==> config.mk <==
export PLATFORM = sky130hd
export DESIGN_NAME = pwr_state_regs
export DESIGN_NICKNAME = d
export VERILOG_FILES = /design/src/rtl/pwr_pkg.sv /design/src/rtl/pwr_csr_core.sv /design/src/rtl/pwr_rd_mux.sv /design/src/rtl/pwr_state_regs.sv
export SDC_FILE = /design/constraint.sdc
export NUM_CORES = 1
export LEC_CHECK = 0
export ABC_CLOCK_PERIOD_IN_PS = 2900
export CORE_MARGIN = 3
export CORE_UTILIZATION = 45
export CTS_CLUSTER_SIZE = 25
export DETAILED_ROUTE_END_ITERATION = 16
export GPL_TIMING_DRIVEN = 0
export HOLD_SLACK_MARGIN = 0.12
export PLACE_DENSITY = 0.88
export SETUP_SLACK_MARGIN = 0.02
export SLEW_MARGIN = 40
export SYNTH_ARGS = -nofsm -noshare
export SYNTH_HDL_FRONTEND = slang
export SYNTH_HIERARCHICAL = 1
export SYNTH_SLANG_ARGS = --single-unit
==> constraint.sdc <==
create_clock -name clk -period 2.9 [get_ports clk]
set_clock_uncertainty 0.2 [all_clocks]
set_input_delay 0.435 -clock clk [delete_from_list [all_inputs] [get_ports clk]]
set_output_delay 0.435 -clock clk [all_outputs]
set_load 0.1 [all_outputs]
==> src/rtl/pwr_pkg.sv <==
package pwr_pkg;
  typedef enum logic [1:0] {
    PS_D0 = 2'b00,
    PS_D1 = 2'b01,
    PS_D2 = 2'b10,
    PS_D3 = 2'b11
  } pstate_t;

  localparam int DATA_W   = 32;
  localparam int BE_W     = DATA_W / 8;
  localparam int EN_BIT   = 8;
  localparam int STS_BIT  = 15;
  // Wake-support mask D3cold,D3hot,D2,D1,D0 at [31:27]; version 3 at [18:16]
  localparam logic [4:0]        PME_MASK  = 5'b11000;
  localparam logic [2:0]        CAP_VER   = 3'd3;
  localparam logic [DATA_W-1:0] CAP_VALUE = {PME_MASK, 8'h00, CAP_VER, 16'h0000};
endpackage

==> src/rtl/pwr_csr_core.sv <==
module pwr_csr_core
  import pwr_pkg::*;
(
  input  logic              clk,
  input  logic              rst_n,
  input  logic              wr_csr,
  input  logic [BE_W-1:0]   be,
  input  logic [DATA_W-1:0] wdata,
  input  logic              wake_evt,
  output pstate_t           state_q,
  output logic              en_q,
  output logic              sts_q
);
  pstate_t state_d;
  logic    en_d;
  logic    sts_d;
  logic    ld_lane0;
  logic    ld_lane1;
  logic    wake_hit;

  assign ld_lane0 = wr_csr && be[0];
  assign ld_lane1 = wr_csr && be[1];
  assign wake_hit = wake_evt && (state_q == PS_D3);

  always_comb begin
    state_d = state_q;
    en_d    = en_q;
    sts_d   = sts_q;
    if (ld_lane0) state_d = pstate_t'(wdata[1:0]);
    if (ld_lane1) begin
      en_d = wdata[EN_BIT];
      if (wdata[STS_BIT]) sts_d = 1'b0;
    end
    if (wake_hit) sts_d = 1'b1;
  end

  always_ff @(posedge clk or negedge rst_n) begin
    if (!rst_n) begin
      state_q <= PS_D0;
      en_q    <= 1'b0;
      sts_q   <= 1'b0;
    end else begin
      state_q <= state_d;
      en_q    <= en_d;
      sts_q   <= sts_d;
    end
  end

  assert_sts_set_cause_R5: assert property (@(posedge clk) disable iff (!rst_n)
    $rose(sts_q) |-> $past(wake_evt && state_q == PS_D3));

  assert_sts_clear_cause_R6: assert property (@(posedge clk) disable iff (!rst_n)
    $fell(sts_q) |-> $past(wr_csr && be[1] && wdata[STS_BIT]));

  assert_en_hold_R10: assert property (@(posedge clk) disable iff (!rst_n)
    !(wr_csr && be[1]) |=> $stable(en_q));

  assert_state_hold_R10: assert property (@(posedge clk) disable iff (!rst_n)
    !(wr_csr && be[0]) |=> $stable(state_q));
endmodule

==> src/rtl/pwr_rd_mux.sv <==
module pwr_rd_mux
  import pwr_pkg::*;
#(
  parameter int ADDR_W  = 8,
  parameter logic [ADDR_W-1:0] CAP_OFS = 'h00,
  parameter logic [ADDR_W-1:0] CSR_OFS = 'h04
) (
  input  logic              clk,
  input  logic              rst_n,
  input  logic              rd,
  input  logic [ADDR_W-1:0] addr,
  input  logic [DATA_W-1:0] csr_word,
  output logic [DATA_W-1:0] rdata
);
  logic [DATA_W-1:0] sel;
  logic [DATA_W-1:0] rdata_d;

  always_comb begin
    sel = '0;
    if (addr == CAP_OFS)      sel = CAP_VALUE;
    else if (addr == CSR_OFS) sel = csr_word;
  end

  always_comb begin
    rdata_d = rdata;
    if (rd) rdata_d = sel;
  end

  always_ff @(posedge clk or negedge rst_n) begin
    if (!rst_n) rdata <= '0;
    else        rdata <= rdata_d;
  end

  assert_cap_read_R8: assert property (@(posedge clk) disable iff (!rst_n)
    (rd && addr == CAP_OFS) |=> (rdata == CAP_VALUE));

  assert_rdata_hold_R9: assert property (@(posedge clk) disable iff (!rst_n)
    !rd |=> $stable(rdata));
endmodule

==> src/rtl/pwr_state_regs.sv <==
module pwr_state_regs
  import pwr_pkg::*;
#(
  parameter int ADDR_W = 8
) (
  input  logic              clk,
  input  logic              rst_n,
  input  logic [ADDR_W-1:0] cfg_addr,
  input  logic [3:0]        cfg_be,
  input  logic [31:0]       cfg_wdata,
  input  logic              cfg_wr,
  input  logic              cfg_rd,
  output logic [31:0]       cfg_rdata,
  input  logic              wake_evt,
  output logic              pme_req,
  output logic [1:0]        pwr_state_out
);
  localparam logic [ADDR_W-1:0] CAP_OFS = ADDR_W'(0);
  localparam logic [ADDR_W-1:0] CSR_OFS = ADDR_W'(4);

  pstate_t           state_q;
  logic              en_q;
  logic              sts_q;
  logic              wr_csr;
  logic [DATA_W-1:0] csr_word;

  assign wr_csr = cfg_wr && (cfg_addr == CSR_OFS);

  pwr_csr_core u_core (
    .clk      (clk),
    .rst_n    (rst_n),
    .wr_csr   (wr_csr),
    .be       (cfg_be),
    .wdata    (cfg_wdata),
    .wake_evt (wake_evt),
    .state_q  (state_q),
    .en_q     (en_q),
    .sts_q    (sts_q)
  );

  always_comb begin
    csr_word          = '0;
    csr_word[1:0]     = state_q;
    csr_word[EN_BIT]  = en_q;
    csr_word[STS_BIT] = sts_q;
  end

  pwr_rd_mux #(
    .ADDR_W  (ADDR_W),
    .CAP_OFS (CAP_OFS),
    .CSR_OFS (CSR_OFS)
  ) u_rd (
    .clk      (clk),
    .rst_n    (rst_n),
    .rd       (cfg_rd),
    .addr     (cfg_addr),
    .csr_word (csr_word),
    .rdata    (cfg_rdata)
  );

  assign pme_req       = sts_q && en_q;
  assign pwr_state_out = (state_q == PS_D3) ? 2'b11 : 2'b00;

  assert_no_mid_state_out_R3: assert property (@(posedge clk) disable iff (!rst_n)
    pwr_state_out != 2'b01 && pwr_state_out != 2'b10);

  assert_pme_rise_R7: assert property (@(posedge clk) disable iff (!rst_n)
    $rose(pme_req) |-> $past(wake_evt || (wr_csr && cfg_be[1])));

  assert_deep_out_R3: assert property (@(posedge clk) disable iff (!rst_n)
    (wr_csr && cfg_be[0] && cfg_wdata[1:0] == 2'b11) |=> (pwr_state_out == 2'b11));
endmodule

; ---- Word-level counts from Yosys, hierarchy flattened
; Index checks and enable logic that the tools add are counted.
[op_classes]
n_eq_ne = 2
reduce_logical = 9
mux = 6
[ops]
columns = op, count
row1 = $mux W32, 1
row2 = $mux W16, 1
row3 = $eq A8 B3 Y1 const B, 1
row4 = $logic_not A8 Y1, 1
row5 = $logic_and A1 B1 Y1, 5
row6 = $reduce_bool A2 Y1, 2
row7 = $mux W1, 3
row8 = $eq A2 B2 Y1 const B, 1
row9 = $mux W2, 1
row10 = $reduce_and A2 Y1, 1
[word_totals]
input_bits = 49
regBits = 36
elab_cells = 21
output_inout_bits = 35

; ---- Logic depth before layout (Yosys ltp)
[depth]
ltp_word = 5
mapped_depth = 4
ltp_nobuf = 4

; ---- Cells and area by module
; Netlist, hierarchy kept.
[modules_own_cells]
columns = mod, seq_area_each_um2, cells_per_inst, area_each_um2, instances
row1 = pwr_rd_mux, 800.8, 146, 1521.5, 1
row2 = pwr_csr_core, 100.1, 11, 170.2, 1
row3 = pwr_state_regs, 0.0, 7, 47.5, 1

; ---- Worst setup path before layout
; Ideal clock, no wire load.
[synth_path]
path_kind = reg-to-output
startpoint = reg u_core.state_q[0]
endpoint = out pwr_state_out[1]
n_path_buf = 1
path_slack_ps = 706
t_arrival_ps = 1559
required_time_ps = 2265
stages_incl_launch_ff = 3
path_cell_list = dfrtp_1 -> and2_1 -> buf_4
[synth_via]
elab_chain_len = 2
[synth_lines]
columns = item, line
row1 = "start, declared", pwr_csr_core.sv:10  ; output pstate_t state_q,
row2 = "start signal, assigned", pwr_csr_core.sv:43  ; state_q <= state_d;
row3 = $eq A2 B2 Y1, pwr_state_regs.sv:62  ; assign pwr_state_out = (state_q == PS_D3) ? 2'b11 : 2'b00;
row4 = $mux W2, pwr_state_regs.sv:62
row5 = "end, declared", pwr_state_regs.sv:16  ; output logic [1:0] pwr_state_out
; Every way passes these cells.

; ---- Worst setup path in the final report
[layout_path]
startpoint = reg u_core.state_q[1]
endpoint = out pwr_state_out[1]
; Same word-level chain as after synthesis.

==> results by group <==
Global routing
  • Pin count of the biggest net entering global routing: 23
  • Vias in the first global route: 1312
  • First-pass GRT wire length: 5885 um
  • Grt ovf: 0
  • Tot GR Track Use: 0.1685
  • Initial antenna violation count: 0

Clock tree
  • CTS clk-pin slew, worst paths: 0.07 ns
  • Clock Latency Late Sink: 0.28 ns
  • CTS buffer count: 5
  • Post-CTS resize count: 0
  • CTS root buf: clkbuf_8
  • CTS Buffer Depth: 2
  • CTS sink count: 36
  • Setup bufs post-CTS: 0
  • H-tree depth: 2
  • CTS tree: done

Worst setup path
  • CP startpoint: u_core/state_q[1]
  • Worst setup EP type: primary output
  • Crit path kind: reg -> out
  • Reg-to-reg startpoint: u_core/state_q[1]
  • Crit path max fanout: 4
  • CP Data Required Time: 2.27 ns
  • Crit path DAT: 1.37 ns
  • Worst setup SP type: flip-flop

Logic synthesis
  • EDFF count, synth: 0
  • Area share of the leading cell type in the synthesized netlist: 0.5180
  • Mapped Cells: 164
  • Asr flop ratio synth: 1.000
  • Most frequent cell after synthesis: dfrtp_1
  • Avg Inst Size Synth: 10.60 um^2
  • Most used DFF post-synth: dfrtp_1
  • Area contributors post-synth: dfrtp_1, nand2b_1, o31ai_1, nand2_1, o32ai_1
  • Sequential share of the synthesized area: 0.5180
  • Cell taking the most area after synthesis: dfrtp_1
  • Yosys cell types: 26
  • Post-synthesis register bit count: 36
  • Synth warnings: 6
  • Synth cell count leaders: dfrtp_1, nand2_1, nand2b_1
  • Mapped cell area: 1739 um^2

Floorplanning
  • Die boundary width: 68.17 um
  • IO Pins: 84
  • Die Y: 68.17 um
  • Core footprint: 3521 um^2
  • Die footprint: 4646 um^2
  • Starting density of the core: 0.4940
  • Row Count: 21

Layout
  • Storage cell area: 900.9 um^2
  • Fillers: 315
  • Synthesis-to-finish area growth: 35.32%
  • Fin nets: 301
  • Final Instance Area: 2354 um^2
  • N_diodes: 0
  • Layout cell share with drive strength beyond 1: 0.2460
  • Multi-input logic area: 797.0 um^2

Routing
  • Vias: 1415
  • Starting DRT DRC Count: 117
  • Antenna Violating Nets Remaining: 0
  • Vias/cell: 4.748
  • Residual DRC count: 0
  • First-pass DRT Iterations: 5
  • Post-DR wirelength/cell: 11.77 um
  • Drt total wl: 3508 um

Timing
  • Clock period minus worst slack: 2.006 ns
  • Setup TNS: 0 ns
  • RSZ-0062 raised after global routing: no
  • Final setup fails: 0
  • Final Hold Violating Endpoints: 0
  • Pins over their slew limit: 0
  • Fmax: 498.6 MHz
  • Final worst-path cycle share: 0.6916

Power and ir drop
  • Power Dens Cells: 397.5 nW/um^2
  • Total power: 0.9355 mW
  • LEAKAGE: 1.167 nW
  • Maximum VDD drop: 196.9 uV

Job
  • Total of max-cap violations: 0

Placed design
  • Dpl hpwl: 2612 um
  • I/O Buffers: 52
  • Placed cell area: 2266 um^2
  • Gp weighted congestion: 0.7182

Hold path
  • Min-delay worst type: reg -> reg
  • Worst Hold Launch: u_rd/rdata[10]

Run status
  • Status: finished clean
==> layout make-up <==
cell class                 instances  share of cell area
tap                               46             0.02446
multi-input combinational        128              0.3386
buffer                            15             0.04147
clock buffer                       6             0.03083
clock inverter                     1            0.002127
sequential                        36              0.3828
inverter                          12             0.01914
timing repair buffer              54              0.1606
==> cells by family after synthesis <==
| group | after synthesis | share of synthesized area |
|---|---|---|
| AO/OA/AOI/OAI | 33 | 0.1763 |
| buffers and inverters | 27 | 0.08200 |
| flip-flops | 36 | 0.5180 |
| multiplexers | 3 | 0.02590 |
| other | 1 | 0.002156 |
| AND/OR/NAND/NOR | 64 | 0.1957 |
==> timing repair <==
item	4_1_cts	5_1_grt
setup endpoints to repair	0	0
hold endpoints to repair	14	0
hold buffers	1	0
==> worst paths after layout <==
check                                    endpoint  slack, ns  depth (start not counted)
worst max register to register  u_core/state_q[1]       1.90                          1
worst min register to register     u_rd/rdata[10]       0.28                          2
max in group asynchronous           u_rd/rdata[6]       1.67                          3
min in group asynchronous       u_core/state_q[0]       0.41                          2
worst min-delay path               u_rd/rdata[10]       0.28                          2
worst max-delay path             pwr_state_out[1]       0.89                          3
==> routing by layer <==
metal | global-route usage | vias to the layer above | wire (um)
li1 | - | 718 | -
met1 | 0.2272 | 644 | 1654
met2 | 0.2527 | 47 | 1531
met3 | 0.05747 | 6 | 278
met4 | 0.05707 | 0 | 44
met5 | 0 | - | 0
==> report_power, final <==
group          switching, mW  total [mW]  internal [mW]
combinational         0.0579       0.103         0.0448
clock                  0.163       0.327          0.163
sequential           0.00182       0.506          0.504
==> critical path, stage by stage (launching register included) <==
cell and delay (ns):
dfrtp_1 0.41, and2_1 0.17, buf_4 0.10, buf_2 0.41
==> sequential cells by signal (all words and copies together) (netlist names) <==
name            cells
u_core/state_q      2
u_core/sts_q        1
u_core/en_q         1
u_rd/rdata         32
==> cell usage in the layout (no fill, tap or decap), drive strengths merged <==
master / Yosys / final
dfrtp: 36 / 36
or3: 1 / 1
buf: 9 / 46
o41ai: 4 / 4
conb: 1 / 28
clkdlybuf4s50: 0 / 16
o31ai: 17 / 17
nand3: 1 / 1
clkbuf: 6 / 12
nand2: 30 / 30
nor3: 1 / 1
nor4b: 1 / 1
o32ai: 11 / 11
a32o: 1 / 1
nor2b: 4 / 4
and4b: 1 / 1
dlygate4sd3: 0 / 1
mux2: 3 / 3
and2: 2 / 2
or4b: 1 / 1
inv: 12 / 12
clkinv: 0 / 1
nand2b: 21 / 21
or4: 1 / 1
==> per-stage QoR <==
step	worst slack, ns	hold WS, ns	utilization	std cells
4_1_cts	0.8870	0.2877	0.6684	298
3_3_place_gp	0.4475	0.2713	0.6869	289
5_1_grt	0.7923	0.3078	0.6684	298
3_5_place_dp	0.5977	0.1723	0.6436	290
2_1_floorplan	0.7059	-0.06059	-	191
6_report	0.8943	0.2825	0.6684	298
(Power assumes the default switching activity.)
